$ cat src/rtl/init_seq_pkg.sv
package init_seq_pkg;

  typedef enum logic [2:0] {
    ST_IDLE,
    ST_PAUSE,
    ST_MRS,
    ST_MRSC,
    ST_REF,
    ST_GAP,
    ST_RC,
    ST_DONE
  } init_state_e;

  function automatic int unsigned max_u(input int unsigned a, input int unsigned b);
    return (a > b) ? a : b;
  endfunction

  function automatic int unsigned bits_for(input int unsigned n);
    return (n > 1) ? $clog2(n) : 1;
  endfunction

endpackage

$ cat src/rtl/init_delay_timer.sv
module init_delay_timer #(
  parameter int unsigned W = 16
) (
  input  logic         clk,
  input  logic         rst,
  input  logic         load,
  input  logic [W-1:0] load_val,
  output logic         expired
);

  logic [W-1:0] cnt_q;

  always_ff @(posedge clk) begin
    if (rst) begin
      cnt_q <= '0;
    end else if (load) begin
      cnt_q <= load_val;
    end else if (cnt_q != '0) begin
      cnt_q <= cnt_q - W'(1);
    end
  end

  assign expired = (cnt_q == '0);

  // a loaded nonzero count must not read as expired on the next cycle
  AST_TIMER_LOADED: assert property (@(posedge clk) disable iff (rst)
    (load && load_val != '0) |=> !expired);

endmodule

$ cat src/rtl/init_step_counter.sv
module init_step_counter #(
  parameter int unsigned W    = 3,
  parameter int unsigned LAST = 7
) (
  input  logic         clk,
  input  logic         rst,
  input  logic         clr,
  input  logic         step,
  output logic [W-1:0] value,
  output logic         at_last
);

  always_ff @(posedge clk) begin
    if (rst || clr) begin
      value <= '0;
    end else if (step) begin
      value <= value + W'(1);
    end
  end

  assign at_last = (value == W'(LAST));

  AST_STEP_ADVANCE: assert property (@(posedge clk) disable iff (rst)
    (step && !clr && !at_last) |=> value == W'($past(value) + W'(1)));

endmodule

$ cat src/rtl/init_sequencer.sv
module init_sequencer
  import init_seq_pkg::*;
#(
  parameter int unsigned CLK_HZ    = 100_000_000,
  parameter int unsigned PAUSE_US  = 200,
  parameter int unsigned N_DUMMY   = 2,
  parameter int unsigned NUM_BANKS = 8,
  parameter int unsigned REF_GAP   = 2048,
  parameter int unsigned T_MRSC    = 12,
  parameter int unsigned T_RC      = 10,
  localparam int unsigned BANK_W   = bits_for(NUM_BANKS)
) (
  input  logic              clk,
  input  logic              rst,
  input  logic              pwr_good,
  output logic              cmd_mrs,
  output logic              mrs_valid,
  output logic              cmd_ref,
  output logic [BANK_W-1:0] bank_idx,
  output logic              init_done
);

  // pause converted to cycles, rounded up; valid ranges: pause >= 1 cycle,
  // N_DUMMY >= 1, REF_GAP/T_MRSC/T_RC >= 2
  localparam longint unsigned PAUSE_PROD = longint'(CLK_HZ) * longint'(PAUSE_US);
  localparam int unsigned PAUSE_CYC = int'((PAUSE_PROD + 64'd999_999) / 64'd1_000_000);
  localparam int unsigned MRS_TOTAL = N_DUMMY + 1;
  localparam int unsigned MRS_W     = bits_for(MRS_TOTAL);
  localparam int unsigned MAX_WAIT  = max_u(max_u(PAUSE_CYC, REF_GAP), max_u(T_MRSC, T_RC));
  localparam int unsigned CNT_W     = $clog2(MAX_WAIT + 1);

  init_state_e state_q, state_d;

  logic             tmr_load;
  logic [CNT_W-1:0] tmr_val;
  logic             tmr_expired;

  logic             mrs_step, bank_step, seq_clr;
  logic [MRS_W-1:0]  mrs_cnt;
  logic              mrs_last;
  logic [BANK_W-1:0] bank_cnt;
  logic              bank_last;

  init_delay_timer #(.W(CNT_W)) u_timer (
    .clk     (clk),
    .rst     (rst),
    .load    (tmr_load),
    .load_val(tmr_val),
    .expired (tmr_expired)
  );

  init_step_counter #(.W(MRS_W), .LAST(N_DUMMY)) u_mrs_cnt (
    .clk    (clk),
    .rst    (rst),
    .clr    (seq_clr),
    .step   (mrs_step),
    .value  (mrs_cnt),
    .at_last(mrs_last)
  );

  init_step_counter #(.W(BANK_W), .LAST(NUM_BANKS - 1)) u_bank_cnt (
    .clk    (clk),
    .rst    (rst),
    .clr    (seq_clr),
    .step   (bank_step),
    .value  (bank_cnt),
    .at_last(bank_last)
  );

  always_comb begin
    state_d   = state_q;
    tmr_load  = 1'b0;
    tmr_val   = '0;
    mrs_step  = 1'b0;
    bank_step = 1'b0;
    seq_clr   = 1'b0;
    unique case (state_q)
      ST_IDLE: begin
        seq_clr = 1'b1;
        if (pwr_good) begin
          state_d  = ST_PAUSE;
          tmr_load = 1'b1;
          tmr_val  = CNT_W'(PAUSE_CYC - 1);
        end
      end
      ST_PAUSE: begin
        if (tmr_expired) state_d = ST_MRS;
      end
      ST_MRS: begin
        mrs_step = 1'b1;
        if (mrs_last) begin
          state_d  = ST_MRSC;
          tmr_load = 1'b1;
          tmr_val  = CNT_W'(T_MRSC - 2);
        end
      end
      ST_MRSC: begin
        if (tmr_expired) state_d = ST_REF;
      end
      ST_REF: begin
        tmr_load = 1'b1;
        if (bank_last) begin
          state_d = ST_RC;
          tmr_val = CNT_W'(T_RC - 2);
        end else begin
          state_d   = ST_GAP;
          tmr_val   = CNT_W'(REF_GAP - 2);
          bank_step = 1'b1;
        end
      end
      ST_GAP: begin
        if (tmr_expired) state_d = ST_REF;
      end
      ST_RC: begin
        if (tmr_expired) state_d = ST_DONE;
      end
      ST_DONE: begin
        state_d = ST_DONE;
      end
      default: state_d = ST_IDLE;
    endcase
  end

  always_ff @(posedge clk) begin
    if (rst) state_q <= ST_IDLE;
    else     state_q <= state_d;
  end

  assign cmd_mrs   = (state_q == ST_MRS);
  assign mrs_valid = (state_q == ST_MRS) && mrs_last;
  assign cmd_ref   = (state_q == ST_REF);
  assign bank_idx  = (state_q == ST_REF) ? bank_cnt : '0;
  assign init_done = (state_q == ST_DONE);

  AST_RST_CLEARS: assert property (@(posedge clk) disable iff (rst)
    $past(rst) |-> (!init_done && !cmd_mrs && !cmd_ref));
  AST_ONE_STROBE: assert property (@(posedge clk) disable iff (rst)
    !(cmd_mrs && cmd_ref));
  AST_VALID_QUAL: assert property (@(posedge clk) disable iff (rst)
    mrs_valid |-> (cmd_mrs && $past(cmd_mrs)));
  AST_VALID_ENDS_RUN: assert property (@(posedge clk) disable iff (rst)
    mrs_valid |=> !cmd_mrs);
  AST_REF_PULSE: assert property (@(posedge clk) disable iff (rst)
    cmd_ref |=> !cmd_ref);
  AST_DONE_STICKY: assert property (@(posedge clk) disable iff (rst)
    init_done |=> init_done);
  AST_DONE_QUIET: assert property (@(posedge clk) disable iff (rst)
    init_done |-> (!cmd_mrs && !cmd_ref));

endmodule

$ cat config.mk
export PLATFORM = sky130hd
export DESIGN_NAME = init_sequencer
export DESIGN_NICKNAME = d
export VERILOG_FILES = /design/src/rtl/init_seq_pkg.sv /design/src/rtl/init_delay_timer.sv /design/src/rtl/init_step_counter.sv /design/src/rtl/init_sequencer.sv
export SDC_FILE = /design/constraint.sdc
export NUM_CORES = 1
export LEC_CHECK = 0
export ABC_AREA = 1
export BUFFER_PORTS_ARGS = -buffer_cell sky130_fd_sc_hd__buf_2
export CAP_MARGIN = 0
export CORE_UTILIZATION = 40
export DETAILED_ROUTE_END_ITERATION = 10
export MAX_ROUTING_LAYER = met4
export PLACE_DENSITY = 0.58
export SKIP_LAST_GASP = 1
export SLEW_MARGIN = 20
export SYNTH_ARGS = -nofsm -noshare
export SYNTH_HDL_FRONTEND = slang
export SYNTH_SLANG_ARGS = --single-unit
$ cat constraint.sdc
create_clock -name clk -period 1.6 [get_ports clk]
set_input_delay 0.16 -clock clk [delete_from_list [all_inputs] [get_ports clk]]
set_output_delay 0.16 -clock clk [all_outputs]
set_load 0.1 [all_outputs]
==> results.json <==
{
  "outcome": "completed",
  "required_ns": 1.44,
  "end_kind": "primary output",
  "grt_pass1_wl_um": 5260,
  "dpl.hpwl_um": 2340,
  "start_util_pct": 42.0,
  "seqCellArea_um2": 463,
  "wirelength_um": 3090,
  "worstPathArrival_ns": 1.37,
  "netlist_area_mm2": 0.00141,
  "drv_slew": 0,
  "viasPerCell": 4.67,
  "rsz0062_at_grt": "yes",
  "clock_path_buffers": 2,
  "hp-class": "input pin to flip-flop",
  "cp_max_fo": 5,
  "postSynthCellCount": 220,
  "grt.overflow.total": 0,
  "place_inst": 280,
  "grt_start_max_net_pins": 13,
  "p_leak_nw": 0.833,
  "grt_pass1_vias": 1177,
  "ys_seq_elements": 23,
  "cts_made_buffers": 3,
  "ys.warnings.count": 0,
  "ys_seq_area_share_pct": 32.6,
  "dieWidth_um": 61.5,
  "fillers": 356,
  "tritoncts": "done",
  "min_period_ns": 1.53,
  "final_cell_mix": "nand2_1, nor2_1, inv_1, dfxtp_1, a21oi_1",
  "synthesis.nets": 227,
  "fin_cells": 285,
  "ir_worst_vdd_mv": 0.774,
  "clock_sinks": 23,
  "insertedDiodeCount": 0,
  "powerDensity_mw_per_mm2": 1870,
  "portBuffers": 9,
  "ant_nets": 0,
  "final.setup.tns_ns": 0,
  "place.gp.congestion": 0.826,
  "path_clk_slew_ns": 0.13,
  "final_hold_viol_count": 0,
  "avgSynthCellArea_um2": 6.43,
  "finalPower_mw": 3.23,
  "drive_gt1_share_pct": 20.1,
  "fmax_mhz": 652,
  "worst_pin_slew_ns": 0.218,
  "drc": 0,
  "row_count": 21,
  "ios": 10,
  "slew_headroom_pct": 85.4,
  "final_common_cell": "nand2_1",
  "h-tree-depth": 1,
  "wl_per_cell_um": 10.8,
  "yosysUniqueCellTypes": 27,
  "area_delta_synth_final_pct": 22.5,
  "min_period_over_period_pct": 95.9,
  "antenna_found_initial": 0,
  "path_class": "flip-flop to primary output",
  "clk_latency_ns": 0.32,
  "die_h_um": 61.5,
  "first_pass_iters": 6,
  "nets": 247,
  "fin_skew_ns": 0.00382,
  "fin_util_pct": 51.5,
  "start_kind": "flip-flop",
  "setup_violations": 0,
  "maxCapViolations": 0,
  "die_area_mm2": 0.00378,
  "multiInputGateArea_um2": 840,
  "cts_root_buf": "clkbuf_4",
  "core-area_mm2": 0.00336,
  "vias": 1331,
  "grtUsageTotal_pct": 19.6,
  "drt_iter0_drc": 104
}
critical path, cell delays in order, from the launching register on:
cell	delay, ns
dfxtp_2	0.41
inv_1	0.12
nand3_1	0.17
clkinvlp_4	0.17
buf_12	0.19
what timing repair did:
item,in CTS,in global routing
hold buffers,0,0
pin swaps,0,2
resized for setup,1,6
setup buffers,0,1
endpoints found under the setup margin,1,19
synthesized netlist by cell type (all sizes together):
| library cell | count | area, µm² |
|---|---|---|
| nand2 | 60 | 238 |
| nor2 | 40 | 178 |
| inv | 35 | 131 |
| dfxtp | 23 | 460 |
| a21oi | 17 | 85.1 |
| nand3 | 16 | 105 |
| o21ai | 9 | 48.8 |
| ha | 4 | 50.1 |
| nor3 | 3 | 15.0 |
| xor2 | 3 | 26.3 |
| a211oi | 2 | 15.0 |
| nand4 | 2 | 18.8 |
| and2 | 1 | 6.26 |
| buf | 1 | 11.3 |
| clkbuf | 1 | 3.75 |
| nand3b | 1 | 7.51 |
| o21a | 1 | 7.51 |
| o22ai | 1 | 6.26 |
where the power goes:
part	total (mW)	switching (mW)	internal, mW
Combinational	2.00	1.24	0.753
Sequential	0.957	0.188	0.769
Clock	0.278	0.180	0.0975
Total	3.23	1.61	1.62
path summary, 6_finish.rpt:
kind              slack (ns)  cells after the start                              end                            start
hold / removal          0.16                      4          state_q[1]$_SDFFE_PP0P_                              rst
setup reg to reg        0.13                     10          state_q[0]$_SDFFE_PP0P_    u_timer.cnt_q[0]$_SDFFE_PP0P_
setup / recovery        0.07                      4                          cmd_mrs          state_q[0]$_SDFFE_PP0P_
hold reg to reg         0.48                      2  u_mrs_cnt.value[0]$_SDFFE_PP0P_  u_mrs_cnt.value[0]$_SDFFE_PP0P_
metal layers:
layer / global-route usage (%) / share of wire [%] / vias to the layer above
li1: - / - / 735
met1: 24.7 / 51 / 574
met2: 32.5 / 46 / 20
met3: 3.78 / 2.7 / 2
met4: 4.76 / 0.68 / 0
met5: - / 0 / -
per-stage QoR:
stage          instance area [µm²]  worst slack [ns]  hold slack [ns]
2_1_floorplan                 1440           -0.0285            0.239
3_3_place_gp                  1680            0.0527            0.454
3_5_place_dp                  1680            0.0751            0.464
4_1_cts                       1710            0.0210            0.150
5_1_grt                       1730           -0.0455            0.185
6_report                      1730            0.0658            0.160
layout make-up:
| class | count | share of cell area, % |
|---|---|---|
| Multi-Input combinational cell | 160 | 48.5 |
| Sequential cell | 23 | 26.7 |
| Timing Repair Buffer | 17 | 12.1 |
| Inverter | 35 | 7.80 |
| Tap cell | 46 | 3.32 |
| Clock buffer | 4 | 1.52 |
registers in the layout, summed over array words and instances, names as in the netlist:
| name | count |
|---|---|
| u_bank_cnt.value | 3 |
| u_mrs_cnt.value | 2 |
| state_q | 3 |
| u_timer.cnt_q | 15 |
cell families after synthesis:
kind of cell,Yosys count,share of synthesized area [%]
adders and majority gates,4,3.54
buffers and inverters,37,10.4
AOI/OAI and AO/OA,30,11.5
and+or+nand+nor,123,40.2
xor gates and xnor gates,3,1.86
DFF,23,32.6
No activity file was read; power rests on OpenSTA's default activity.
